File: src/rtl/stall_timeout_pkg.sv
package stall_timeout_pkg;
  localparam int DEFAULT_FIELD_W = 12;

  typedef enum logic [1:0] {
    ST_IDLE  = 2'd0,
    ST_COUNT = 2'd1,
    ST_SPENT = 2'd2
  } tmo_state_e;
endpackage

File: src/rtl/stall_prescaler.sv
module stall_prescaler #(
  parameter int FIELD_W = 12
) (
  input  logic               clk,
  input  logic               rst_n,
  input  logic               load,
  input  logic               run,
  input  logic [FIELD_W-1:0] div_val,
  output logic               tick
);
  logic [FIELD_W-1:0] div_q;
  logic [FIELD_W-1:0] cnt_q;

  // A tick is produced in a running cycle where the countdown has reached zero.
  assign tick = run && (cnt_q == '0);

  always_ff @(posedge clk or negedge rst_n) begin
    if (!rst_n) begin
      div_q <= '0;
      cnt_q <= '0;
    end else if (load) begin
      div_q <= div_val;
      cnt_q <= div_val;
    end else if (run) begin
      if (cnt_q == '0) cnt_q <= div_q;
      else             cnt_q <= cnt_q - 1'b1;
    end
  end
endmodule

File: src/rtl/stall_tick_counter.sv
module stall_tick_counter #(
  parameter int FIELD_W = 12
) (
  input  logic               clk,
  input  logic               rst_n,
  input  logic               load,
  input  logic               tick,
  input  logic [FIELD_W-1:0] count_val,
  output logic               expire
);
  localparam logic [FIELD_W-1:0] ONE = FIELD_W'(1);

  logic [FIELD_W-1:0] left_q;
  logic [FIELD_W-1:0] load_val;

  // A programmed count of zero is treated as a single tick.
  assign load_val = (count_val == '0) ? ONE : count_val;
  assign expire   = tick && (left_q == ONE);

  always_ff @(posedge clk or negedge rst_n) begin
    if (!rst_n)     left_q <= '0;
    else if (load)  left_q <= load_val;
    else if (tick && left_q != '0) left_q <= left_q - 1'b1;
  end
endmodule

File: src/rtl/stall_arm_ctrl.sv
module stall_arm_ctrl
  import stall_timeout_pkg::*;
(
  input  logic clk,
  input  logic rst_n,
  input  logic stall,
  input  logic expire,
  output logic load,
  output logic run,
  output logic evt
);
  tmo_state_e state_q, state_d;

  assign load = stall && (state_q == ST_IDLE);
  assign run  = stall && (state_q == ST_COUNT);

  always_comb begin
    state_d = state_q;
    if (!stall) begin
      state_d = ST_IDLE;
    end else begin
      unique case (state_q)
        ST_IDLE:  state_d = ST_COUNT;
        ST_COUNT: if (expire) state_d = ST_SPENT;
        ST_SPENT: state_d = ST_SPENT;
        default:  state_d = ST_IDLE;
      endcase
    end
  end

  always_ff @(posedge clk or negedge rst_n) begin
    if (!rst_n) begin
      state_q <= ST_IDLE;
      evt     <= 1'b0;
    end else begin
      state_q <= state_d;
      evt     <= run && expire;
    end
  end
endmodule

File: src/rtl/stall_timeout.sv
module stall_timeout #(
  parameter int FIELD_W = stall_timeout_pkg::DEFAULT_FIELD_W
) (
  input  logic               clk,
  input  logic               rst_n,
  input  logic               tmo_enable,
  input  logic [FIELD_W-1:0] pre_div,
  input  logic [FIELD_W-1:0] tmo_count,
  input  logic               xfer_pending,
  input  logic               sink_ready,
  output logic               timeout_evt
);
  logic stall;
  logic load;
  logic run;
  logic tick;
  logic expire;

  // Back-pressure: the source holds a word but the sink refuses it.
  assign stall = tmo_enable && xfer_pending && !sink_ready;

  stall_arm_ctrl u_ctrl (
    .clk    (clk),
    .rst_n  (rst_n),
    .stall  (stall),
    .expire (expire),
    .load   (load),
    .run    (run),
    .evt    (timeout_evt)
  );

  stall_prescaler #(.FIELD_W(FIELD_W)) u_pre (
    .clk     (clk),
    .rst_n   (rst_n),
    .load    (load),
    .run     (run),
    .div_val (pre_div),
    .tick    (tick)
  );

  stall_tick_counter #(.FIELD_W(FIELD_W)) u_cnt (
    .clk       (clk),
    .rst_n     (rst_n),
    .load      (load),
    .tick      (tick),
    .count_val (tmo_count),
    .expire    (expire)
  );
endmodule

File: config.mk
export PLATFORM = sky130hd
export DESIGN_NAME = stall_timeout
export DESIGN_NICKNAME = d
export VERILOG_FILES = /design/src/rtl/stall_timeout_pkg.sv /design/src/rtl/stall_prescaler.sv /design/src/rtl/stall_tick_counter.sv /design/src/rtl/stall_arm_ctrl.sv /design/src/rtl/stall_timeout.sv
export SDC_FILE = /design/constraint.sdc
export NUM_CORES = 1
export LEC_CHECK = 0
export BUFFER_PORTS_ARGS = -buffer_cell sky130_fd_sc_hd__clkbuf_2
export CAP_MARGIN = 20
export CORE_MARGIN = 2
export CORE_UTILIZATION = 50
export CTS_CLUSTER_DIAMETER = 150
export DETAILED_ROUTE_END_ITERATION = 8
export PLACE_DENSITY = 0.7
export SYNTH_ARGS = -nofsm -noshare
export SYNTH_HDL_FRONTEND = slang
export SYNTH_HIERARCHICAL = 1
export SYNTH_SLANG_ARGS = --single-unit
File: constraint.sdc
create_clock -name clk -period 4.5 [get_ports clk]
set_clock_uncertainty 0.15 [all_clocks]
set_input_delay 0.45 -clock clk [delete_from_list [all_inputs] [get_ports clk]]
set_output_delay 0.45 -clock clk [all_outputs]
set_load 0.02 [all_outputs]
# Yosys cells after proc, flatten, opt, wreduce, memory -nomap -nowiden
# Cells that the tools add are included.
# word_totals
reg_bits,39
latch_bits,0
mem_bits_rw,0
mem_bits_ro,0
inputBits,29
out_inout_bits,1
wordCells,35
mem_count,0
# classes
add_sub_neg,2
n_mul,0
div_mod_pow,0
order_cmp,0
eq_ne,4
shifts,0
n_mux,9
n_bitwise,0
reduce_logical,15
# op_table
op,count
$mux W12,6
$logic_not A12 Y1,2
$sub A12 B1 Y12 const B,2
$eq A12 B1 Y1 const B,1
$reduce_bool A12 Y1,1
$logic_and A1 B1 Y1,8
$pmux W2 S3,1
$mux W2,2
$reduce_bool A2 Y1,2
$ne A3 B3 Y1 const B,1
$eq A2 B1 Y1 const B,1
$eq A2 B2 Y1 const B,1
$logic_not A2 Y1,1
$logic_not A1 Y1,1

# Depth between registers and ports, before layout
# logic_depth
word_depth,8
depth_mapped,11
mapped_depth_nobuf,11

# By module
# Netlist, hierarchy kept.
# modules_own_cells
module,n_inst,cells_per_inst,area_per_inst_um2
stall_prescaler,1,140,1390.1
stall_tick_counter,1,97,842.1
stall_arm_ctrl,1,17,175.2
stall_timeout,1,1,8.8

# Worst setup path before layout
# Ideal clock, no wire load.
# synth_timing
path_type,register to register
start,register u_pre.cnt_q[3]
end,register u_cnt.left_q[7]
setup_ps,82
arrival_ps,2984
slack_ps,1284
path_stages_with_launch,10
n_path_buf,1
path_cell_list,dfrtp_1 > or3_1 > buf_6 > nor4_1 > and2_1 > and2_1 > nor4b_2 > nor3b_1 > or4b_2 > a31oi_1
# synth_between
elab_chain_len,4
# synth_rtl
item,line_no,source
from (decl),stall_prescaler.sv:12,logic [FIELD_W-1:0] cnt_q;
from (signal assigned),stall_prescaler.sv:23,cnt_q <= div_val;
from (signal assigned),stall_prescaler.sv:25,if (cnt_q == '0) cnt_q <= div_q;
from (signal assigned),stall_prescaler.sv:26,else cnt_q <= cnt_q - 1'b1;
$logic_not A12 Y1,stall_prescaler.sv:15,assign tick = run && (cnt_q == '0);
$logic_and A1 B1 Y1,stall_prescaler.sv:15,
named net tick,stall_timeout.sv:16,logic tick;
$logic_and A1 B1 Y1,stall_tick_counter.sv:23,else if (tick && left_q != '0) left_q <= left_q - 1'b1;
$reduce_bool A2 Y1 (no source line),-,
to (signal assigned),stall_tick_counter.sv:22,else if (load) left_q <= load_val;
to (signal assigned),stall_tick_counter.sv:23,
to (decl),stall_tick_counter.sv:13,logic [FIELD_W-1:0] left_q;
# The timed path passes the listed nets, and every way through them passes these cells.
# A chain may end at the register's enable or synchronous reset.

# Worst setup path in the final report
# Same ends and word-level chain as after synthesis.

==> results.txt <==
pwr dens: 357.6 nW/um^2
clock share of power: 24.0%
Netlist Area Pre-Place: 2416 sq um
IO Pins: 30
Clock Pin Slew Worst Setup and Hold Paths: 70 ps
RSZ-0062 raised after global routing: false
Synth Instances: 255
met3 Usage GRT: 4.938%
CP max FO: 9
asr flop ratio synth: 100.0%
met1 GRT Util: 26.48%
GRT Total Usage: 20.64%
setup_tns: 0 ps
Diodes inserted: 0
CP cell instances: or3_1 > nor4_1 > and2_1 > and2_1 > nor4b_2 > nor3b_1 > or4b_2 > a31oi_1
Worst Path Arrival: 3560 ps
Switching Share: 33.69%
Final ANT Viol Nets: 0
I/O Buffers: 29
clock latency on the worst-skew pair: 290 ps
drt via density: 5.811
Pint: 0.6374 mW
Area Overhead vs Synth: 11.24%
Chip Height: 73.52 microns
global-route wire length before repair: 8.583 mm
Die Wd: 73.52 microns
post-synthesis sequential area ratio: 40.39%
H-tree depth: 2
drt wl/cell: 14.84 microns
Std-Cell Rows: 25
status: completed
cts bufs inserted: 5
gr busiest metal: met2
post_cts resized: 0
relative slew slack: 47.00%
largest net degree at the start of global routing: 40
# clock sinks: 39
Slew @ Worst Pin: 792.0 ps
Startpoint Class: register
number of global-route vias before repair: 1848
Net Switching: 0.3238 mW
Synth Warn #: 6
Mapped Nets: 291
final worst slack: 1005 ps
DR iter-0 viols: 123
CTS tree: done
Post-synth EDFFs: 0
Critical-path top delay cell: or4b_2
HP Class: in2reg
CP peak stage delay: 620 ps
Post-route DRC: 0
Worst Path Required: 4570 ps
crit end category: register
Post CTS Setup Buffer Count: 0
flip-flop and latch count after synthesis: 39
die area: 5404 sq um
routed vias: 1970
CP Class: reg2reg
GPL Wtd Cong: 0.8333
Combinational Power Share: 24.7%
period utilization: 77.67%
hold_buf cts: 0
NumNets Final: 320
dpl ws: 999.1 ps
maximum clock path buffer count: 2
post-route minimum period: 3495 ps
max-cap violations: 0
Achievable Freq: 286.1 MHz
Initial Util: 51.49%
max-slew violation count: 0
global route overflow: 0
Setup-failing EPs final: 0
Flop pwr share: 51.3%
worst vdd ir: 172.6 uV
CP dominant cell by count: and2_1
drt total wl: 5.030 mm
antenna violations before repair: 0
HPWL Detailed: 3.689 mm
core area: 4692 sq um
syn avg cell area: 9.475 sq um
total power: 0.9612 mW
Fin. Hold Viols: 0
1st-pass router iterations: 4
met2 usage: 33.53%
leakage power: 1.105 nW
Netlist cell types: 63
share of layout cells above drive strength 1: 23.16%
clk root buf: clkbuf_8
Most used DFF post-synth: dfrtp_1
-- area by class of cell --
class | instances | area, sq um
clock inverters | 1 | 5.005
repair buffers | 33 | 190.2
multi-input cells | 188 | 1309
fillers | 430 | 2004
well taps | 54 | 67.56
inverters | 17 | 63.81
flip-flops and latches | 39 | 975.9
clock buffers | 7 | 76.32
-- placed cells by master (no fill, tap or decap), types with 7 or more instances in the layout --
cell / netlist / layout
clkbuf_2: 0 / 29
a21oi_1: 10 / 10
inv_1: 17 / 17
o21ai_0: 10 / 10
a31oi_1: 8 / 8
ha_1: 7 / 7
nor2_1: 16 / 16
dfrtp_1: 39 / 39
nand2_1: 23 / 23
o21ai_1: 11 / 11
-- worst max-delay path, delay by kind of cell, from the launching register on --
family	cells	cell delay (ps)
compound gates	1	170
flops	1	440
simple gates	7	2660
-- kinds of logic (layout without fill, tap and decap cells) --
kind of cell	after synthesis	in the layout	share of synthesized area [%]
multiplexers	11	11	4.868
AO/OA/AOI/OAI	65	65	17.97
AND/OR/NAND/NOR	101	101	26.26
XOR/XNOR	4	4	1.450
adder cells (fa/ha/maj)	7	7	3.625
buffers and inverters	28	58	5.437
flip-flops	39	39	40.39
-- per-stage QoR --
stage / std cells / cell area (sq um) / utilization [%] / hold slack (ps)
6_report: 339 / 2688 / 57.28 / 226.3
5_1_grt: 339 / 2688 / 57.28 / 225.5
4_1_cts: 337 / 2658 / 56.64 / 180.3
3_5_place_dp: 329 / 2576 / 54.91 / 307.6
3_3_place_gp: 329 / 2576 / 54.91 / 307.9
2_1_floorplan: 255 / 2416 / - / 4.409
-- sequential cells by signal (all words and copies together) (netlist names) --
| name | flops |
|---|---|
| u_cnt/left_q | 12 |
| u_pre/cnt_q | 12 |
| u_pre/div_q | 12 |
| u_ctrl/state_q | 2 |
| u_ctrl/evt | 1 |
-- synth_stat cells, types with 2 or more instances --
library cell | instances | share of area (%)
a21oi_1 | 10 | 2.1
dfrtp_1 | 39 | 40
a31oi_1 | 8 | 2.1
ha_1 | 7 | 3.6
mux2i_1 | 5 | 2.1
nand2_1 | 23 | 3.6
buf_6 | 3 | 1.4
o41ai_1 | 2 | 0.73
nor2_1 | 16 | 2.5
nor3_1 | 6 | 1.2
nor3_2 | 2 | 0.83
nor4_1 | 6 | 1.6
nand2b_1 | 6 | 1.6
o21a_1 | 2 | 0.62
or3_2 | 2 | 0.62
buf_1 | 2 | 0.31
or4b_2 | 2 | 0.83
o211ai_1 | 2 | 0.62
nor3b_1 | 3 | 0.93
a221o_1 | 4 | 1.7
a31o_2 | 2 | 0.73
nand3_1 | 6 | 1.2
mux2_2 | 6 | 2.8
o21ai_0 | 10 | 2.1
xor2_1 | 3 | 1.1
and2_1 | 2 | 0.52
nor4_4 | 2 | 1.8
a2bb2oi_1 | 2 | 0.73
inv_1 | 17 | 2.6
buf_2 | 3 | 0.62
or3_1 | 4 | 1.0
o21ai_1 | 11 | 2.3
clkbuf_1 | 3 | 0.47
nor2b_1 | 4 | 1.0
a22oi_1 | 2 | 0.62
-- power by group through the flow --
stage                     Clock, mW  Combinational (mW)  Sequential (mW)
after detailed placement          0               0.236            0.498
after global routing          0.256               0.273            0.503
after global placement            0               0.234            0.495
after CTS                     0.239               0.238            0.491
after floorplan                   0               0.199            0.474
final                         0.231               0.238            0.493
-- final timing paths --
kind / cells past startpoint / startpoint / slack (ps) / to
worst max-delay path: 8 / u_pre/cnt_q[3] / 1000 / u_cnt/left_q[7]
worst min-delay path: 3 / pre_div[10] / 230 / u_pre/cnt_q[10]
worst max register to register: 8 / u_pre/cnt_q[3] / 1000 / u_cnt/left_q[7]
worst min register to register: 2 / u_pre/div_q[9] / 320 / u_pre/div_q[9]
max in group asynchronous: 3 / rst_n / 3430 / u_ctrl/state_q[1]
min in group asynchronous: 2 / rst_n / 360 / u_pre/div_q[1]
-- per-layer routing --
metal	share of wire, %	vias to the layer above
li1	-	1001
met1	46	924
met2	49	34
met3	3.4	11
met4	2.1	0
met5	0	-
Power figures use the tool's default switching activity.
